--- src/rtl/fpq_drain_pkg.sv ---
package fpq_drain_pkg;
  typedef enum logic [2:0] {
    ST_IDLE,
    ST_FETCH,
    ST_ISSUE,
    ST_WAIT,
    ST_FINISH
  } drain_state_e;

  // status word fields decoded by the surrounding FP unit
  localparam int unsigned QSTAT_LO = 12;
  localparam int unsigned QSTAT_W  = 2;
  localparam int unsigned CUREXC_W = 5;
endpackage

--- src/rtl/fpq_entry_sel.sv ---
module fpq_entry_sel #(
  parameter int unsigned N  = 8,
  parameter int unsigned W  = 32,
  parameter int unsigned IW = 3
) (
  input  logic [N*W-1:0] insn_flat_i,
  input  logic [N*W-1:0] addr_flat_i,
  input  logic [IW-1:0]  idx_i,
  output logic [W-1:0]   insn_o,
  output logic [W-1:0]   addr_o
);
  logic [W-1:0] insn_arr [N];
  logic [W-1:0] addr_arr [N];

  for (genvar g = 0; g < N; g++) begin : g_unpack
    assign insn_arr[g] = insn_flat_i[g*W +: W];
    assign addr_arr[g] = addr_flat_i[g*W +: W];
  end

  always_comb begin
    insn_o = '0;
    addr_o = '0;
    for (int k = 0; k < N; k++) begin
      if (idx_i == IW'(k)) begin
        insn_o = insn_arr[k];
        addr_o = addr_arr[k];
      end
    end
  end
endmodule

--- src/rtl/fpq_pc_step.sv ---
module fpq_pc_step #(
  parameter int unsigned XLEN = 32,
  parameter int unsigned STEP = 4
) (
  input  logic [XLEN-1:0] npc_i,
  output logic [XLEN-1:0] pc_o,
  output logic [XLEN-1:0] npc_o
);
  assign pc_o  = npc_i;
  assign npc_o = npc_i + XLEN'(STEP);
endmodule

--- src/rtl/fpq_status_fix.sv ---
module fpq_status_fix
  import fpq_drain_pkg::*;
#(
  parameter int unsigned XLEN = 32
) (
  input  logic [XLEN-1:0] status_i,
  input  logic            all_ok_i,
  output logic [XLEN-1:0] status_o
);
  always_comb begin
    status_o = status_i;
    status_o[QSTAT_LO +: QSTAT_W] = '0;
    if (all_ok_i) status_o[CUREXC_W-1:0] = '0;
  end
endmodule

--- src/rtl/fpq_drain.sv ---
module fpq_drain
  import fpq_drain_pkg::*;
#(
  parameter int unsigned QDEPTH  = 8,
  parameter int unsigned XLEN    = 32,
  parameter int unsigned PC_STEP = 4,
  localparam int unsigned CW     = $clog2(QDEPTH + 1),
  localparam int unsigned IW     = (QDEPTH > 1) ? $clog2(QDEPTH) : 1
) (
  input  logic                   clk_i,
  input  logic                   rst_ni,
  input  logic                   start_i,
  input  logic [CW-1:0]          q_depth_i,
  input  logic [QDEPTH*XLEN-1:0] q_insn_i,
  input  logic [QDEPTH*XLEN-1:0] q_addr_i,
  input  logic [XLEN-1:0]        pc_i,
  input  logic [XLEN-1:0]        npc_i,
  input  logic [XLEN-1:0]        status_i,
  output logic                   fetch_req_o,
  output logic [XLEN-1:0]        fetch_addr_o,
  input  logic                   fetch_ack_i,
  input  logic                   fetch_ok_i,
  input  logic [XLEN-1:0]        fetch_data_i,
  output logic                   exec_req_o,
  output logic [XLEN-1:0]        exec_insn_o,
  output logic [XLEN-1:0]        exec_addr_o,
  input  logic                   exec_ack_i,
  input  logic                   exec_ok_i,
  output logic                   done_o,
  output logic                   result_o,
  output logic                   q_clear_o,
  output logic                   status_we_o,
  output logic [XLEN-1:0]        status_o,
  output logic                   pc_we_o,
  output logic [XLEN-1:0]        pc_o,
  output logic [XLEN-1:0]        npc_o
);
  drain_state_e    state_q;
  logic [IW-1:0]   idx_q, last_q;
  logic            precise_q, ok_q;
  logic [XLEN-1:0] cur_insn_q, pc_q, npc_q;
  logic [CW-1:0]   eff_depth, eff_m1;
  logic [XLEN-1:0] sel_insn, sel_addr;

  // depths beyond the queue size are clamped
  assign eff_depth = (q_depth_i > CW'(QDEPTH)) ? CW'(QDEPTH) : q_depth_i;
  assign eff_m1    = eff_depth - CW'(1);

  fpq_entry_sel #(.N(QDEPTH), .W(XLEN), .IW(IW)) u_sel (
    .insn_flat_i (q_insn_i),
    .addr_flat_i (q_addr_i),
    .idx_i       (idx_q),
    .insn_o      (sel_insn),
    .addr_o      (sel_addr)
  );

  always_ff @(posedge clk_i or negedge rst_ni) begin
    if (!rst_ni) begin
      state_q    <= ST_IDLE;
      idx_q      <= '0;
      last_q     <= '0;
      precise_q  <= 1'b0;
      ok_q       <= 1'b0;
      cur_insn_q <= '0;
      pc_q       <= '0;
      npc_q      <= '0;
    end else begin
      unique case (state_q)
        ST_IDLE: if (start_i) begin
          pc_q   <= pc_i;
          npc_q  <= npc_i;
          idx_q  <= '0;
          ok_q   <= 1'b1;
          last_q <= IW'(eff_m1);
          if (eff_depth == '0) begin
            precise_q <= 1'b1;
            state_q   <= ST_FETCH;
          end else begin
            precise_q <= 1'b0;
            state_q   <= ST_ISSUE;
          end
        end
        ST_FETCH: if (fetch_ack_i) begin
          if (fetch_ok_i) begin
            cur_insn_q <= fetch_data_i;
            state_q    <= ST_ISSUE;
          end else begin
            ok_q    <= 1'b0;
            state_q <= ST_FINISH;
          end
        end
        ST_ISSUE: state_q <= ST_WAIT;
        ST_WAIT: if (exec_ack_i) begin
          if (!exec_ok_i) begin
            ok_q    <= 1'b0;
            state_q <= ST_FINISH;
          end else if (precise_q || idx_q == last_q) begin
            state_q <= ST_FINISH;
          end else begin
            idx_q   <= idx_q + IW'(1);
            state_q <= ST_ISSUE;
          end
        end
        ST_FINISH: state_q <= ST_IDLE;
        default:   state_q <= ST_IDLE;
      endcase
    end
  end

  assign fetch_req_o  = (state_q == ST_FETCH);
  assign fetch_addr_o = pc_q;
  assign exec_req_o   = (state_q == ST_ISSUE);
  assign exec_insn_o  = precise_q ? cur_insn_q : sel_insn;
  assign exec_addr_o  = precise_q ? pc_q : sel_addr;

  assign done_o      = (state_q == ST_FINISH);
  assign result_o    = done_o && ok_q;
  assign q_clear_o   = done_o && !precise_q;
  assign status_we_o = done_o && !precise_q;
  assign pc_we_o     = done_o && precise_q && ok_q;

  fpq_status_fix #(.XLEN(XLEN)) u_stat (
    .status_i (status_i),
    .all_ok_i (ok_q),
    .status_o (status_o)
  );

  fpq_pc_step #(.XLEN(XLEN), .STEP(PC_STEP)) u_pc (
    .npc_i (npc_q),
    .pc_o  (pc_o),
    .npc_o (npc_o)
  );

  p_idle_quiet_r1: assert property (@(posedge clk_i) disable iff (!rst_ni)
    (state_q == ST_IDLE) |-> !(done_o || fetch_req_o || exec_req_o || pc_we_o));
  p_one_port_r2: assert property (@(posedge clk_i) disable iff (!rst_ni)
    !(fetch_req_o && exec_req_o));
  p_idx_bound_r2: assert property (@(posedge clk_i) disable iff (!rst_ni)
    (exec_req_o && !precise_q) |-> (idx_q <= last_q));
  p_abort_r3: assert property (@(posedge clk_i) disable iff (!rst_ni)
    (state_q == ST_WAIT && exec_ack_i && !exec_ok_i) |=> (done_o && !result_o));
  p_status_r4: assert property (@(posedge clk_i) disable iff (!rst_ni)
    status_we_o |-> (status_o[QSTAT_LO +: QSTAT_W] == '0 &&
                     status_o[XLEN-1:QSTAT_LO+QSTAT_W] == status_i[XLEN-1:QSTAT_LO+QSTAT_W]));
  p_clear_done_r5: assert property (@(posedge clk_i) disable iff (!rst_ni)
    q_clear_o |-> done_o);
  p_done_pulse_r6: assert property (@(posedge clk_i) disable iff (!rst_ni)
    done_o |=> !done_o);
  p_pc_step_r8: assert property (@(posedge clk_i) disable iff (!rst_ni)
    pc_we_o |-> (result_o && npc_o == pc_o + XLEN'(PC_STEP)));
  p_precise_quiet_r10: assert property (@(posedge clk_i) disable iff (!rst_ni)
    (done_o && !result_o) |-> !pc_we_o);
endmodule

--- config.mk ---
export PLATFORM = sky130hd
export DESIGN_NAME = fpq_drain
export DESIGN_NICKNAME = d
export VERILOG_FILES = /design/src/rtl/fpq_drain_pkg.sv /design/src/rtl/fpq_entry_sel.sv /design/src/rtl/fpq_pc_step.sv /design/src/rtl/fpq_status_fix.sv /design/src/rtl/fpq_drain.sv
export SDC_FILE = /design/constraint.sdc
export NUM_CORES = 1
export LEC_CHECK = 0
export BUFFER_PORTS_ARGS = -buffer_cell sky130_fd_sc_hd__buf_4
export CAP_MARGIN = 0
export CORE_AREA = 3 3 333 335
export CTS_CLUSTER_DIAMETER = 150
export DETAILED_ROUTE_END_ITERATION = 6
export DIE_AREA = 0 0 336 338
export PLACE_DENSITY = 0.3
export SETUP_SLACK_MARGIN = 0.5
export SYNTH_ARGS = -nofsm -noshare
export SYNTH_HDL_FRONTEND = slang
export SYNTH_SLANG_ARGS = --single-unit
--- constraint.sdc ---
create_clock -name clk_i -period 2.35 [get_ports clk_i]
set_clock_uncertainty 0.2 [all_clocks]
set_input_delay 0.3525 -clock clk_i [delete_from_list [all_inputs] [get_ports clk_i]]
set_output_delay 0.3525 -clock clk_i [all_outputs]
set_load 0.02 [all_outputs]
# After elaboration in Yosys (flattened, before gate mapping)
# Index checks and enable logic that the tools add are counted.
[word_totals] reg_bits=107 inputBits=651 out_inout_bits=199 wordCells=87
[op_classes] addsub=3 n_lt_le_gt_ge=1 eq_ne=19 mux=40 reduce_logical=16
[op_table] operator="$mux 32" n=18
[op_table] operator="$add 32x3->32 const B" n=1
[op_table] operator="$mux 3" n=10
[op_table] operator="$eq 3x3->1 const B" n=5
[op_table] operator="$eq 3x2->1 const B" n=4
[op_table] operator="$ne 2x2->1 const B" n=6
[op_table] operator="$pmux 3 s4" n=1
[op_table] operator="$eq 3x1->1 const B" n=2
[op_table] operator="$logic_not 3->1" n=2
[op_table] operator="$mux 1" n=6
[op_table] operator="$pmux 3 s2" n=1
[op_table] operator="$reduce_and 3->1" n=2
[op_table] operator="$reduce_and 6->1" n=1
[op_table] operator="$mux 5" n=1
[op_table] operator="$reduce_and 5->1" n=1
[op_table] operator="$gt 4x4->1 const B" n=1
[op_table] operator="$logic_and 1x1->1" n=4
[op_table] operator="$logic_not 4->1" n=1
[op_table] operator="$mux 4" n=1
[op_table] operator="$add 3x1->3 const B" n=1
[op_table] operator="$eq 3x3->1" n=1
[op_table] operator="$pmux 1 s3" n=1
[op_table] operator="$reduce_bool 3->1" n=1
[op_table] operator="$sub 3x1->3 const B" n=1
[op_table] operator="6 further kinds" n=6

# Longest topological paths before layout
# Gate-level depths: netlist (run 1).
[logic_depth] word_depth=10 depth_mapped=10 depth_no_buf=6

# Hierarchy
# Synthesis (run 1) repeated with hierarchy kept, for this count alone.
[unflattened] hier_cells=1387 hier_area_um2=11383.4
[modules_own_cells] module="fpq_entry_sel" n_inst=1 cells_each=751 area_each_um2=5291.3 seq_area_each_um2=0.0
[modules_own_cells] module="fpq_drain" n_inst=1 cells_each=488 area_each_um2=5033.6 seq_area_each_um2=2677.6
[modules_own_cells] module="fpq_pc_step" n_inst=1 cells_each=115 area_each_um2=820.8 seq_area_each_um2=0.0
[modules_own_cells] module="fpq_status_fix" n_inst=1 cells_each=33 area_each_um2=237.7 seq_area_each_um2=0.0

# Worst setup path before layout (run 1)
# No wires, ideal clock.
[synth_path] path_kind="reg-to-output" startpoint="reg idx_q[2]" endpoint="out exec_addr_o[30]" t_arrival_ps=2109 required_ps=1798 path_slack_ps=-311 path_stages_with_launch=11 n_path_buf=4 path_cell_list="dfrtp_1 buf_2 buf_2 inv_1 ha_1 buf_2 buf_1 nand2_1 o21ai_0 a2bb2oi_1 o21ai_0"
[synth_via] elab_chain_cells=10 elab_cells_between_ends=17 cone_classes="eq/ne (7); mux (9); reduce/logical (1)"
[synth_rtl] element="start, declared" line="fpq_drain.sv:39" rtl="logic [IW-1:0] idx_q, last_q;"
[synth_rtl] element="start signal, assigned" line="fpq_drain.sv:100" rtl="idx_q <= idx_q + IW'(1);"
[synth_rtl] element="$logic_not 3->1" line="fpq_entry_sel.sv:24" rtl="if (idx_i == IW'(k)) begin"
[synth_rtl] element="$mux 32 (7 in series)" line="fpq_entry_sel.sv:24"
[synth_rtl] element="$mux 32 (*)" line="fpq_entry_sel.sv:24"
[synth_rtl] element="$mux 32 (*)" line="fpq_drain.sv:114" rtl="assign exec_addr_o = precise_q ? pc_q : sel_addr;"
[synth_rtl] element="end, declared" line="fpq_drain.sv:26" rtl="output logic [XLEN-1:0] exec_addr_o,"
# Every way passes the cells marked *; elsewhere a longest branch is shown, timed or not.

# Final worst setup path (run 1)
[layout_path] startpoint="reg idx_q[1]" endpoint="out exec_addr_o[6]"
# The elaborated chain is that of the path after synthesis.

==> key figures, run 1 <==
Detailed routing
  – DRT antenna net count: 0
  – Initial DRC count: 893
  – First-pass detailed-route iteration total: 5
  – Vias: 17.1k
  – WL final: 115 mm
  – Drt wl/cell: 28.7 µm
  – DRC Markers: 0
  – Vias per inst: 4.26

Power and ir drop
  – Peak supply drop: 557 µV
  – P_leak: 11.6 nW
  – Pwr dens: 1140 nW/µm²

Clock tree
  – CTS Buf Count: 9
  – # clock sinks: 107
  – CTS tree: done
  – Reg clk slew, reported paths: 110 ps
  – CTS root buf: clkbuf_16
  – H-tree lvl count: 3
  – Maximum clock path buffer count: 2
  – Worst-skew pair later-pin latency: 410 ps

STA
  – Worst slew pin tran: 716 ps
  – Fmax: 319 MHz
  – Min Tclk post-route: 3130 ps
  – Setup violators final: 87
  – Tcrit/Tclk final: 1.33
  – RSZ-0062 raised after global routing: yes
  – Slew Limit Headroom: 0.523
  – Final Hold Fails: 0
  – Slew Limit Fails: 0
  – Setup slack after layout: -785 ps

Die
  – Die height: 338 µm
  – I/O pin total: 850
  – Die area: 114,000 µm²
  – Starting density of the core: 0.100
  – Core Box Area: 108,000 µm²
  – Row cnt: 121
  – Die W: 336 µm

Critical path
  – Crit path DAT: 2580 ps
  – Reg2reg end: idx_q[1]
  – Worst EP required: 1800 ps
  – Critical path type: reg -> out
  – R2r worst-path depth: 7
  – Register-to-register setup slack: 90 ps
  – Critical Path Start Type: flip-flop
  – Worst Setup End Kind: primary output
  – CP Max Fanout: 8
  – R2R Path Start: idx_q[2]

Yosys
  – Area leader, netlist: dfrtp_1
  – Sequential fraction of the synthesis area: 0.246
  – Yosys reg bits: 107
  – Mapped Area: 10,900 µm²
  – Async set-reset flop share out of synthesis: 1.00
  – Cells after Synth: 1,511
  – Ys Warns: 0
  – Mean Syn Cell Area: 7.20 µm²
  – Synth top area share: 0.246
  – Synth top area cells: dfrtp_1, nand2_1, a21oi_1, a221o_1, o221ai_1
  – Synth unique cells: 59
  – Main synth FF type: dfrtp_1
  – Post-synth EDFFs: 0
  – Top-count cell post-synth: nand2_1
  – Synth top cells by count: nand2_1, a21oi_1, dfrtp_1, clkbuf_1, nand3b_1

Global route
  – Total Routing Usage GR: 0.183
  – Gr ovfl total: 0
  – Number of antenna violations at the first check in global routing: 37
  – Largest net degree at the start of global routing: 48
  – Vias in the first global route: 18.1k
  – First-pass GRT wire length: 145 mm

Finish
  – Synthesis-to-layout area growth: 136%
  – Post-layout util: 0.237
  – Fill count: 12.0k
  – Ratio of cells with drive above 1 in the final layout: 0.588
  – Nets@finish: 3,222
  – Fin area: 25,700 µm²

Min path
  – Worst Hold Depth: 3
  – Hold Crit Class: in -> reg
  – Critical hold path startpoint: exec_ack_i
  – Hold EP: state_q[1]

Placement
  – Post-Place Cell Area: 21,000 µm²
  – Detail Placement HPWL: 88.5 mm
  – Gpl congestion: 0.923
  – IO buf count: 795

Status
  – Failing checks: negative setup slack
  – Run status: complete, but fails checks

Job
  – MaxCap Viol Count: 0
==> cell type report <==
type	count	area, µm²	area share
Tap cell	1414	1770	0.0688
Antenna cell	24	60.1	0.00234
Timing Repair Buffer	1231	11400	0.443
Multi-Input combinational cell	1201	9360	0.364
Sequential cell	107	2720	0.106
Clock inverter	7	93.8	0.00365
Inverter	13	86.3	0.00336
Clock buffer	9	225	0.00876
==> repair_timing <==
item,CTS,global route
resized for setup,234,186
hold buffers,98,0
gates cloned,9,19
hold endpoints to repair,133,0
pin swaps,125,163
setup buffers,44,42
endpoints found under the setup margin,199,205
==> layer usage <==
metal	track usage	share of wire	routed length [µm]
met1	0.208	0.39	44600
met2	0.325	0.50	57900
met3	0.0485	0.070	8090
met4	0.0738	0.038	4340
met5	0	0.0015	176
==> placed cells by master, fill, tap and decap left out, drive strengths merged, types with 62 or more instances in the layout <==
cell         count
buf           1116
nand2          453
a21oi          188
dfrtp          107
dlygate4sd3     98
nand3b          64
o22ai           63
o221ai          63
a21o            62
a221o           62
a32oi           62
==> worst max path at each step <==
| stage | startpoint | to | slack, ps |
|---|---|---|---|
| 2_1_floorplan | idx_q[0] | exec_addr_o[0] | 30 |
| 3_3_place_gp | idx_q[0] | exec_addr_o[5] | -460 |
| 3_5_place_dp | idx_q[0] | exec_addr_o[5] | -450 |
| 4_1_cts | idx_q[1] | exec_addr_o[5] | -810 |
| 5_1_grt | idx_q[0] | exec_insn_o[7] | -880 |
| 6_report | idx_q[1] | exec_addr_o[6] | -780 |
==> power breakdown <==
group / internal (mW) / switching [mW]
Combinational: 11.6 / 12.4
Clock: 0.774 / 1.00
Sequential: 2.76 / 0.905
Total: 15.1 / 14.3
==> sequential cells by signal, indices dropped and copies added (netlist names) <==
signal        flops
npc_q            32
cur_insn_q       32
precise_q         1
fetch_addr_o     32
ok_q              1
state_q           3
last_q            3
idx_q             3
==> through the flow <==
stage               TNS (ps)  total power, mW  std cells  hold slack [ps]  setup WS, ps
floorplan                  0             13.9       1512             -143          27.8
global placement      -19060             23.9       3754              217          -463
detailed placement    -18380             23.9       3754              220          -453
CTS                   -54160             28.0       3921             13.4          -809
global route          -58810             31.0       3998             27.4          -882
finish                -48070             29.3       4006             54.4          -785
==> cell families (layout without fill, tap and decap cells) <==
group           after synthesis  after routing  synth area share
compound gates              531            531             0.343
xor+xnor                     32             32            0.0258
fa+ha+maj                     8              8           0.00920
buf+inv                     204           1260            0.0919
flops                       107            107             0.246
mux                          37             37            0.0384
other cells                   1             26          0.000345
simple gates                591            591             0.245
==> worst max-delay path, cell delays in order, from the launching register on <==
cell       delay [ps]
dfrtp_2           470
buf_6             140
ha_4              180
or2_4             270
buf_12            170
buf_12            160
clkbuf_16         170
a21oi_4           120
o22ai_2            90
a32oi_2           230
buf_4             180
Power figures use the tool's default switching activity.
==> inputs of run 2 (changes only) <==
Settings changed: GPL_TIMING_DRIVEN set to 1, MAX_ROUTING_LAYER set to met4, TNS_END_PERCENT set to 5.
==> run 2 against run 1 <==
Effect of this change:
- the run still ends with negative setup slack left
- count of clock-buffer cells in the layout did not move
- critical endpoint is now exec_addr_o[26]
- non-clock buffer count fell by 89
- die area did not move
- clock power barely moved
- critical path type unchanged
- global-route usage fell by 0.73 points
- sequential power barely moved
- largest power group unchanged
==> key figures, run 2 (synthesis results as in run 1) <==
Status
  – Run status: complete, but fails checks
  – Failing checks: negative setup slack

Finish
  – Post-layout util: 0.219 (-0.0182)
  – Multi-input gate area: 8610 µm² (-8.0%)
  – Nets@finish: 3,133 (-2.8%)
  – Synthesis-to-layout area growth: 118%
  – Commonest non-fill, non-tap cells in the layout: buf_4, nand2_1, a21oi_1
  – Most common cell after layout, fill and taps aside: buf_4
  – Storage cell area: 2690 µm² (-0.83%)
  – Ratio of cells with drive above 1 in the final layout: 0.525 (-0.0628)
  – Fill count: 12.1k (+0.84%)
  – Fin area: 23,700 µm² (-7.7%)
  – Final non-filler cell total: 3,913 (-2.3%)

Detailed routing
  – Vias: 16.3k (-4.5%)
  – Drt wl/cell: 26.4 µm (-8.1%)
  – DRT antenna net count: 0 (unchanged)
  – Vias per inst: 4.17 (-2.2%)
  – WL final: 103 mm (-10%)
  – Initial DRC count: 724 (-19%)
  – DRC Markers: 0 (unchanged)
  – First-pass detailed-route iteration total: 5 (unchanged)

Die
  – Core Box Area: 108,000 µm² (unchanged)
  – Die area: 114,000 µm² (unchanged)
  – Row cnt: 121 (unchanged)
  – Die height: 338 µm (unchanged)
  – Starting density of the core: 0.100 (unchanged)
  – Die W: 336 µm (unchanged)
  – I/O pin total: 850 (unchanged)

Critical path
  – Critical Path Start Type: flip-flop
  – Worst Setup End Kind: primary output
  – CP cell instances: ha_2, ha_4, buf_12, buf_4, a21oi_1, a21oi_1, o22ai_1, buf_4, a32oi_2, buf_4
  – R2r worst-path depth: 6 (-1)
  – Register-to-register setup slack: 160 ps (+70 ps)
  – Critical path type: reg -> out
  – Reg2reg end: idx_q[1]
  – Worst EP required: 1800 ps (about the same)
  – R2R Path Start: idx_q[2]
  – Crit path DAT: 2590 ps (about the same)
  – Slowest stage cell, crit path: dfrtp_1
  – CP most frequent cell: buf_4
  – CP Max Fanout: 10 (+2)
  – Max incr delay on CP: 430 ps (-40 ps)

Global route
  – First-pass GRT wire length: 136 mm (-6.7%)
  – Vias in the first global route: 17.2k (-5.0%)
  – Number of antenna violations at the first check in global routing: 24 (-35%)
  – Total Routing Usage GR: 0.176 (-0.00728)
  – Gr ovfl total: 0 (unchanged)
  – Largest net degree at the start of global routing: 62 (+29%)

Clock tree
  – H-tree lvl count: 3 (unchanged)
  – CTS root buf: clkbuf_16
  – Maximum clock path buffer count: 2 (unchanged)
  – Worst-skew pair later-pin latency: 410 ps (about the same)
  – Reg clk slew, reported paths: 90 ps (-20 ps)
  – # clock sinks: 107 (unchanged)
  – CTS Buf Count: 9 (unchanged)
  – CTS tree: done

Power and ir drop
  – P_leak: 10.7 nW (-7.2%)
  – Peak supply drop: 626 µV (+12%)
  – Pwr dens: 1160 nW/µm² (+1.5%)

Min path
  – Hold EP: last_q[2]
  – Worst Hold Depth: 4 (+1)
  – Hold Crit Class: in -> reg
  – Critical hold path startpoint: q_depth_i[3]

STA
  – Setup slack after layout: -797 ps (-12.4 ps)
  – Setup violators final: 87 (unchanged)
  – Slew Limit Fails: 0 (unchanged)
  – RSZ-0062 raised after global routing: yes
  – Tcrit/Tclk final: 1.34 (+0.00527)
  – Slew Limit Headroom: 0.642 (+0.119)
  – Worst slew pin tran: 537 ps (-179 ps)
  – Fmax: 318 MHz (-0.39%)
  – Setup TNS: -48,320 ps (-246 ps)
  – Final Hold Fails: 0 (unchanged)
  – Min Tclk post-route: 3150 ps (+12.4 ps)

Job
  – MaxCap Viol Count: 0 (unchanged)

Placement
  – Post-Place Cell Area: 20,400 µm² (-3.0%)
  – Gpl congestion: 0.890 (-3.6%)
  – Detail Placement HPWL: 81.9 mm (-7.5%)
  – Post-placement cell count: 3,728 (-0.69%)
  – IO buf count: 795 (unchanged)
==> run 2: how the worst max path moves through the flow <==
stage	start	to	slack [ps]	cells past startpoint
2_1_floorplan	idx_q[0]	exec_addr_o[11]	4	9
6_report	idx_q[1]	exec_addr_o[26]	-800	10
3_5_place_dp	idx_q[1]	exec_addr_o[17]	-820	8
3_3_place_gp	idx_q[1]	exec_addr_o[15]	-780	8
4_1_cts	idx_q[0]	exec_addr_o[17]	-850	9
5_1_grt	idx_q[0]	exec_addr_o[19]	-920	11
==> run 2: worst max-delay path, delay by kind of cell, from the launching register on <==
kind	cells	cell delay, ps
compound gates	4	570
fa+ha+maj	2	500
buf+inv	4	680
flops	1	430
==> run 2: where the power goes <==
group | internal [mW] | switching (mW)
sequential | 2.73 | 0.918
combinational | 10.5 | 11.6
clock | 0.754 | 0.999
total | 14.0 | 13.6
==> run 2: final cells by class <==
class / instances / area share
timing repair buffer: 1142 / 0.432
multi-input combinational: 1201 / 0.363
sequential: 107 / 0.113
tap: 1414 / 0.0745
clock buffer: 9 / 0.00949
clock inverter: 7 / 0.00295
inverter: 13 / 0.00237
antenna: 20 / 0.00211
==> run 2: per-layer routing <==
metal | global-route usage | vias up | wire length, µm
met5 | - | - | 0
met4 | 0.0314 | 0 | 1540
met3 | 0.0575 | 88 | 8010
met2 | 0.285 | 682 | 48800
met1 | 0.215 | 8024 | 45000
li1 | - | 7504 | -
==> run 2: stage by stage <==
step	power, mW	setup WS (ps)	hold slack (ps)
floorplan	13.4	4.24	-143
global placement	23.4	-783	143
detailed placement	23.3	-816	138
CTS	26.9	-850	60.4
global route	29.3	-925	115
finish	27.5	-797	111
==> run 2: timing repair <==
| item | CTS | global route |
|---|---|---|
| hold buffers | 98 | 0 |
| setup endpoints to repair | 200 | 206 |
| endpoints found under the hold margin | 119 | 0 |
| pin swaps | 70 | 83 |
| buffers inserted | 24 | 12 |
| cloned | 12 | 3 |
| resized for setup | 116 | 147 |
